<file path="config.mk">
export PLATFORM = sky130hd
export DESIGN_NAME = alarm_match_unit
export DESIGN_NICKNAME = d
export VERILOG_FILES = /design/src/rtl/alarm_pkg.sv /design/src/rtl/alarm_regs.sv /design/src/rtl/alarm_mode_dec.sv /design/src/rtl/alarm_cmp.sv /design/src/rtl/alarm_match_unit.sv
export SDC_FILE = /design/constraint.sdc
export NUM_CORES = 1
export LEC_CHECK = 0
export ABC_AREA = 1
export BUFFER_PORTS_ARGS = -buffer_cell sky130_fd_sc_hd__buf_4
export CORE_MARGIN = 2
export CORE_UTILIZATION = 55
export CTS_BUF_LIST = sky130_fd_sc_hd__clkbuf_4
export CTS_CLUSTER_SIZE = 20
export DETAILED_ROUTE_END_ITERATION = 12
export PLACE_DENSITY = 0.91
export SYNTH_ARGS = -nofsm -noshare
export SYNTH_HDL_FRONTEND = slang
export SYNTH_HIERARCHICAL = 1
export SYNTH_SLANG_ARGS = --single-unit
</file>
<file path="constraint.sdc">
create_clock -name clk_i -period 3.8 [get_ports clk_i]
set_clock_uncertainty 0.2 [all_clocks]
set_input_delay 0.38 -clock clk_i [delete_from_list [all_inputs] [get_ports clk_i]]
set_output_delay 0.38 -clock clk_i [all_outputs]
set_load 0.02 [all_outputs]
</file>
<file path="src/rtl/alarm_pkg.sv">
package alarm_pkg;
  localparam int NUM_FIELDS = 4;
  localparam int DATA_W     = 8;
  localparam int F_SEC  = 0;
  localparam int F_MIN  = 1;
  localparam int F_HOUR = 2;
  localparam int F_DATE = 3;

  typedef enum logic [2:0] {
    MODE_MONTH,
    MODE_DAY,
    MODE_HOUR,
    MODE_MINUTE,
    MODE_SECOND
  } alarm_mode_e;

  typedef logic [NUM_FIELDS-1:0][DATA_W-1:0] field_vec_t;

  // bits that take part in the time comparison
  function automatic logic [DATA_W-1:0] field_mask(input int idx);
    case (idx)
      F_SEC, F_MIN: return 8'h7F;
      default:      return 8'h3F;
    endcase
  endfunction

  function automatic logic field_valid(input int idx, input logic [DATA_W-1:0] d);
    int unsigned v;
    case (idx)
      F_SEC, F_MIN: begin
        v = 32'(d[6:4]) * 10 + 32'(d[3:0]);
        return v <= 59;
      end
      F_HOUR: begin
        v = 32'(d[5:4]) * 10 + 32'(d[3:0]);
        return v <= 23;
      end
      default: return d[4:0] != 5'd0;
    endcase
  endfunction
endpackage

</file>
<file path="src/rtl/alarm_regs.sv">
module alarm_regs
  import alarm_pkg::*;
#(
  parameter int ADDR_W    = 3,
  parameter int FIELD_OFS = 2,
  parameter int CTRL_OFS  = 6,
  parameter int IEN_BIT   = 7
) (
  input  logic              clk_i,
  input  logic              rst_ni,
  input  logic              wr_en_i,
  input  logic [ADDR_W-1:0] wr_addr_i,
  input  logic [DATA_W-1:0] wr_data_i,
  output field_vec_t        alarm_o,
  output logic              armed_o,
  output logic              irq_en_o
);
  localparam logic [ADDR_W-1:0] CTRL_A = ADDR_W'(CTRL_OFS);

  logic [NUM_FIELDS-1:0] accept;

  for (genvar f = 0; f < NUM_FIELDS; f++) begin : g_field
    localparam logic [ADDR_W-1:0] FA = ADDR_W'(FIELD_OFS + f);
    logic hit, ok;
    assign hit       = wr_en_i && (wr_addr_i == FA);
    assign ok        = field_valid(f, wr_data_i);
    assign accept[f] = hit && ok;

    always_ff @(posedge clk_i or negedge rst_ni) begin
      if (!rst_ni)        alarm_o[f] <= '0;
      else if (accept[f]) alarm_o[f] <= wr_data_i;
    end

    // covers R7, R8 and R9 for the respective field
    p_reject_keeps_r7: assert property (@(posedge clk_i) disable iff (!rst_ni)
      (hit && !ok) |=> $stable(alarm_o[f]));
  end

  always_ff @(posedge clk_i or negedge rst_ni) begin
    if (!rst_ni) begin
      armed_o  <= 1'b0;
      irq_en_o <= 1'b0;
    end else begin
      if (|accept) armed_o <= 1'b1;
      if (wr_en_i && wr_addr_i == CTRL_A) irq_en_o <= wr_data_i[IEN_BIT];
    end
  end

  p_armed_sticky_r1: assert property (@(posedge clk_i) disable iff (!rst_ni)
    armed_o |=> armed_o);
endmodule

</file>
<file path="src/rtl/alarm_mode_dec.sv">
module alarm_mode_dec
  import alarm_pkg::*;
(
  input  logic [NUM_FIELDS-1:0] rpt_i,
  output alarm_mode_e           mode_o,
  output logic [NUM_FIELDS-1:0] care_o
);
  // rpt_i index: 0 sec, 1 min, 2 hour, 3 date
  always_comb begin
    case (rpt_i)
      4'b0000: begin mode_o = MODE_MONTH;  care_o = 4'b1111; end
      4'b1000: begin mode_o = MODE_DAY;    care_o = 4'b0111; end
      4'b1100: begin mode_o = MODE_HOUR;   care_o = 4'b0011; end
      4'b1110: begin mode_o = MODE_MINUTE; care_o = 4'b0001; end
      default: begin mode_o = MODE_SECOND; care_o = 4'b0000; end
    endcase
  end
endmodule

</file>
<file path="src/rtl/alarm_cmp.sv">
module alarm_cmp
  import alarm_pkg::*;
(
  input  field_vec_t            alarm_i,
  input  field_vec_t            cur_i,
  input  logic [NUM_FIELDS-1:0] care_i,
  output logic                  match_o
);
  logic [NUM_FIELDS-1:0] eq;

  for (genvar f = 0; f < NUM_FIELDS; f++) begin : g_eq
    localparam logic [DATA_W-1:0] M = field_mask(f);
    assign eq[f] = !care_i[f] || ((alarm_i[f] & M) == (cur_i[f] & M));
  end

  assign match_o = &eq;
endmodule

</file>
<file path="src/rtl/alarm_match_unit.sv">
module alarm_match_unit
  import alarm_pkg::*;
#(
  parameter int ADDR_W    = 3,
  parameter int FIELD_OFS = 2,
  parameter int CTRL_OFS  = 6,
  parameter int IEN_BIT   = 7
) (
  input  logic              clk_i,
  input  logic              rst_ni,
  input  logic              tick_i,
  input  logic [7:0]        cur_sec_i,
  input  logic [7:0]        cur_min_i,
  input  logic [7:0]        cur_hour_i,
  input  logic [7:0]        cur_date_i,
  input  logic              wr_en_i,
  input  logic [ADDR_W-1:0] wr_addr_i,
  input  logic [7:0]        wr_data_i,
  output logic              irq_o
);
  field_vec_t            alarm, cur;
  logic                  armed, irq_en, match;
  logic [NUM_FIELDS-1:0] rpt, care;
  alarm_mode_e           mode;
  logic                  irq_q;

  assign cur = {cur_date_i, cur_hour_i, cur_min_i, cur_sec_i};

  for (genvar f = 0; f < NUM_FIELDS; f++) begin : g_rpt
    assign rpt[f] = alarm[f][DATA_W-1];
  end

  alarm_regs #(
    .ADDR_W(ADDR_W), .FIELD_OFS(FIELD_OFS), .CTRL_OFS(CTRL_OFS), .IEN_BIT(IEN_BIT)
  ) u_regs (
    .clk_i, .rst_ni, .wr_en_i, .wr_addr_i, .wr_data_i,
    .alarm_o(alarm), .armed_o(armed), .irq_en_o(irq_en)
  );

  alarm_mode_dec u_dec (.rpt_i(rpt), .mode_o(mode), .care_o(care));

  alarm_cmp u_cmp (.alarm_i(alarm), .cur_i(cur), .care_i(care), .match_o(match));

  always_ff @(posedge clk_i or negedge rst_ni) begin
    if (!rst_ni) irq_q <= 1'b0;
    else         irq_q <= tick_i && armed && irq_en && match;
  end

  assign irq_o = irq_q;

  p_irq_after_tick_r11: assert property (@(posedge clk_i) disable iff (!rst_ni)
    irq_o |-> $past(tick_i));
  p_irq_gated_r10: assert property (@(posedge clk_i) disable iff (!rst_ni)
    irq_o |-> $past(irq_en));
  p_irq_armed_r1: assert property (@(posedge clk_i) disable iff (!rst_ni)
    irq_o |-> $past(armed));
  p_second_mode_fires_r6: assert property (@(posedge clk_i) disable iff (!rst_ni)
    (tick_i && armed && irq_en && mode == MODE_SECOND) |=> irq_o);
  p_care_thermo_r6: assert property (@(posedge clk_i) disable iff (!rst_ni)
    $onehot0(NUM_FIELDS'(care + 1'b1)));
endmodule

</file>
After elaboration in Yosys (flattened, before gate mapping)
Index checks and enable logic that the tools add are counted.
- register bits after elaboration: 35
- bits of input ports: 47
- output and inout bits: 1
- logic and storage cells: 50
- add/subtract/negate cells: 2
- multiply operators: 2
- order comparisons: 2
- equal/unequal tests: 12
- multiplexer cells: 1
- reduce and logical (&&, ||, !) cells: 24
- operator list (kind ; count):
    32-bit by 5-bit less-or-equal comparator with 1-bit output (second input constant) ; 1
    32-bit by 6-bit less-or-equal comparator with 1-bit output (second input constant) ; 1
    4-bit one-hot mux with 4 select lines ; 1
    7-bit equality test ; 2
    4-bit equality test (second input constant) ; 3
    6-bit equality test ; 2
    1-bit logical AND ; 12
    3-bit equality test (second input constant) ; 3
    7-bit by 4-bit adder with 8-bit output ; 1
    6-bit by 4-bit adder with 7-bit output ; 1
    3-bit by 2-bit equality test with 1-bit output (second input constant) ; 2
    3-bit by 3-bit multiplier with 6-bit output (second input constant) ; 1
    2-bit by 3-bit multiplier with 5-bit output (second input constant) ; 1
    5-bit nonzero test ; 1
    1-bit logical NOT ; 4
    4-bit logical NOT ; 1
    1-bit logical OR ; 4
    4-bit AND reduction ; 1
    4-bit OR reduction ; 1

Longest topological paths before layout
- depth after elaboration: 6
- mapped depth: 13
- mapped depth without buffers: 13

Modules after synthesis
Netlist, hierarchy kept.
- by module, submodules not included (module ; times used ; cells an instance ; area an instance (um^2) ; seq. area each (um^2)):
    alarm_regs ; 1 ; 200 ; 1751.7 ; 850.8
    alarm_cmp ; 1 ; 120 ; 493.0 ; 0.0
    alarm_mode_dec ; 1 ; 22 ; 90.1 ; 0.0
    alarm_match_unit ; 1 ; 4 ; 36.3 ; 25.0

Least setup slack after synthesis
Ideal clock, no wire load.
- path kind: input to register
- start point: input wr_data_i[1]
- end point: register u_regs/alarm_o[0] (netlist name)
- arrival: 1.801 ns
- required time: 3.483 ns
- slack: 1.682 ns
- stages on the path: 12
- buffers on the path: 1
- cells stage by stage: ha_1 -> inv_1 -> fa_1 -> inv_1 -> nand2_1 -> nand2_1 -> a21oi_1 -> nor2_2 -> nand2_4 -> buf_8 -> nand4_1 -> nand2_1
- cells in the longest elaborated chain, start to end: 3
- ends and longest elaborated chain (element ; RTL line ; text):
    start: declaration ; alarm_match_unit.sv:18 ; input logic [7:0] wr_data_i,
    7-bit by 4-bit adder with 8-bit output ; alarm_pkg.sv:31 ; v = 32'(d[6:4]) * 10 + 32'(d[3:0]);
    32-bit by 6-bit less-or-equal comparator with 1-bit output ; alarm_pkg.sv:32 ; return v <= 59;
    1-bit logical AND ; alarm_regs.sv:27 ; assign accept[f] = hit && ok;
    end signal: indexed assignment ; alarm_regs.sv:31 ; else if (accept[f]) alarm_o[f] <= wr_data_i;
    end: declaration ; alarm_regs.sv:14 ; output field_vec_t alarm_o,
Every way passes these cells.
A chain may end at the register's enable or synchronous reset.

Worst setup path in the final report
- start point: input wr_data_i[4]
- end point: register u_regs/alarm_o[1] (netlist name)
- cells in the longest elaborated chain, start to end: 4
- ends and longest elaborated chain (element ; RTL line):
    3-bit by 3-bit multiplier with 6-bit output ; alarm_pkg.sv:31
    7-bit by 4-bit adder with 8-bit output ; alarm_pkg.sv:31
    32-bit by 6-bit less-or-equal comparator with 1-bit output ; alarm_pkg.sv:32
    1-bit logical AND ; alarm_regs.sv:27
Every way passes these cells.

==> summary.txt <==
Timing
  – Final hold vios: 0
  – Worst Max-Slew Pin Slew: 0.478 ns
  – Max Fclk: 0.455 GHz
  – Max_slew headroom: 67.9%
  – # setup viols final: 0
  – Fin worst setup slack: 1.60 ns
  – Setup tns final: 0 ns
  – RSZ-0062 raised after global routing: false
  – Final min period: 2.20 ns
  – Tcrit/Tclk final: 57.8%
  – Final number of max-transition violations: 0

Global routing
  – Largest net degree at the start of global routing: 34
  – Wire length of the first global-routing pass: 8.54 mm
  – GRT Util Overall: 24.6%
  – Vias in the first global route: 2064
  – Total congestion overflow: 0
  – Antenna violations before repair: 0

CTS
  – TritonCTS Buffers: 5
  – Htree depth: 2
  – CTS Sinks: 33
  – TritonCTS clock tree: done
  – CTS max path bufs: 2
  – Clk root buf: clkbuf_4
  – Cts repair resizes: 0
  – Clock transition at path regs: 0.10 ns
  – Clk_lat worst skew: 0.33 ns

Finish
  – Most common cell after layout, fill and taps aside: nand2_1
  – Share of cells above drive strength 1: 17.0%
  – Commonest non-fill, non-tap cells in the layout: nand2_1, inv_1, buf_4
  – Area grow syn2layout: 18.3%
  – Ant. Diodes: 0
  – Non-filler cells, final: 426
  – Layout Nets: 430

Worst setup path
  – Data required, critical path: 3.83 ns
  – CP Class: in -> reg
  – FF-to-FF Start: u_regs/alarm_o[17]
  – Max FO, Critical Path: 18
  – Worst setup SP type: primary input
  – CP arrival: 2.23 ns
  – Endpoint type of the worst setup path: flip-flop
  – CP Launch Point: wr_data_i[4]

Power
  – Peak supply drop: 301 uV
  – Pwr dens: 415 nW/um2
  – LEAKAGE: 1.55 nW

Placement
  – GPL Wtd Cong: 0.909
  – Pre-CTS WS: 1.29 ns
  – Placed Cells: 417
  – Port bufs: 41
  – HPWL after detailed placement: 3.79 mm

Die
  – Core ar.: 3970 um2
  – Number of top-level pins: 48
  – DIE WIDTH: 68.2 um
  – Site Rows: 23
  – Die area: 4650 um2
  – Die H: 68.2 um
  – Initial Util: 57.1%

Synthesis
  – Cells after Synth: 330
  – Yosys warnings: 6
  – Syn nets: 385
  – Mean area per synthesized cell: 6.87 um2
  – Mapped cell area: 2270 um2

Hold path
  – Tightest Hold Check Type: in -> reg
  – Worst min-delay path startpoint: tick_i

Detailed routing
  – DR DRC count: 0
  – Iteration-0 DRC Markers: 120
  – WL per Instance: 11.9 um
  – Antenna viol nets, final: 0
  – Vias/cell: 5.18
  – Drt pass-1 iters: 5
  – Vias: 2205
  – Final wirelength: 5.06 mm

Run status
  – Status: finished clean

Flow run
  – Max Cap Violations: 0
## worst max-delay path, cell delays in order
cell	delay, ns
buf_4	0.14
ha_1	0.24
inv_1	0.08
fa_1	0.39
inv_1	0.11
nand2_1	0.09
nand2_1	0.09
nand3_1	0.07
nand2_1	0.08
nor2_2	0.05
nand2_4	0.18
nand3_4	0.16
nand2_1	0.11
nand2_1	0.05
## power breakdown
group	internal [mW]	leakage [nW]	switching (mW)
combinational	0.148	1.09	0.200
sequential	0.434	0.412	0.0650
clock	0.144	0.0433	0.120
total	0.726	1.55	0.386
## area by class of cell
type / count / area [um2]
repair buffers: 42 / 318
clock buffers: 6 / 45.0
flip-flops and latches: 33 / 826
multi-input cells: 237 / 1180
fillers: 334 / 1290
well taps: 50 / 62.6
inverters: 56 / 213
clock inverters: 2 / 33.8
## flip-flops by register name, summed over array words and instances, names as in the netlist
signal,flops
u_regs/alarm_o,30
u_regs/armed_o,1
irq_o,1
u_regs/irq_en_o,1
## per-stage QoR
stage                     hold WS [ns]  power, mW  instance area (um2)  util, %
after CTS                       0.0899       1.11                 2680     67.5
after detailed placement         0.147      0.847                 2590     65.2
after global routing            0.0744       1.20                 2680     67.5
final                           0.0843       1.11                 2680     67.5
after global placement           0.136      0.822                 2590     65.2
after floorplan                 -0.116      0.743                 2270        -
## final timing paths
kind,slack (ns),endpoint,cells after the start
worst max-delay path,1.60,u_regs/alarm_o[1],14
worst min-delay path,0.08,irq_o,3
worst max register to register,2.37,irq_o,10
worst min register to register,0.31,u_regs/alarm_o[11],2
max in group asynchronous,2.78,u_regs/alarm_o[16],2
min in group asynchronous,0.32,u_regs/alarm_o[17],2
## per-layer routing
| layer | share of wire (%) | global-route usage [%] | vias to the layer above | wire length [um] |
|---|---|---|---|---|
| met4 | 2.1 | 10.0 | 0 | 106 |
| met2 | 51 | 41.9 | 69 | 2560 |
| met1 | 41 | 30.8 | 1011 | 2070 |
| met3 | 6.5 | 4.44 | 10 | 327 |
| met5 | 0 | 0 | - | 0 |
| li1 | - | - | 1115 | - |
## repair_timing
action / in CTS / in global routing
hold buffers: 1 / 0
endpoints found under the hold margin: 33 / 0
buffers inserted: 0 / 0
setup endpoints to repair: 0 / 0
Power figures use the tool's default switching activity.
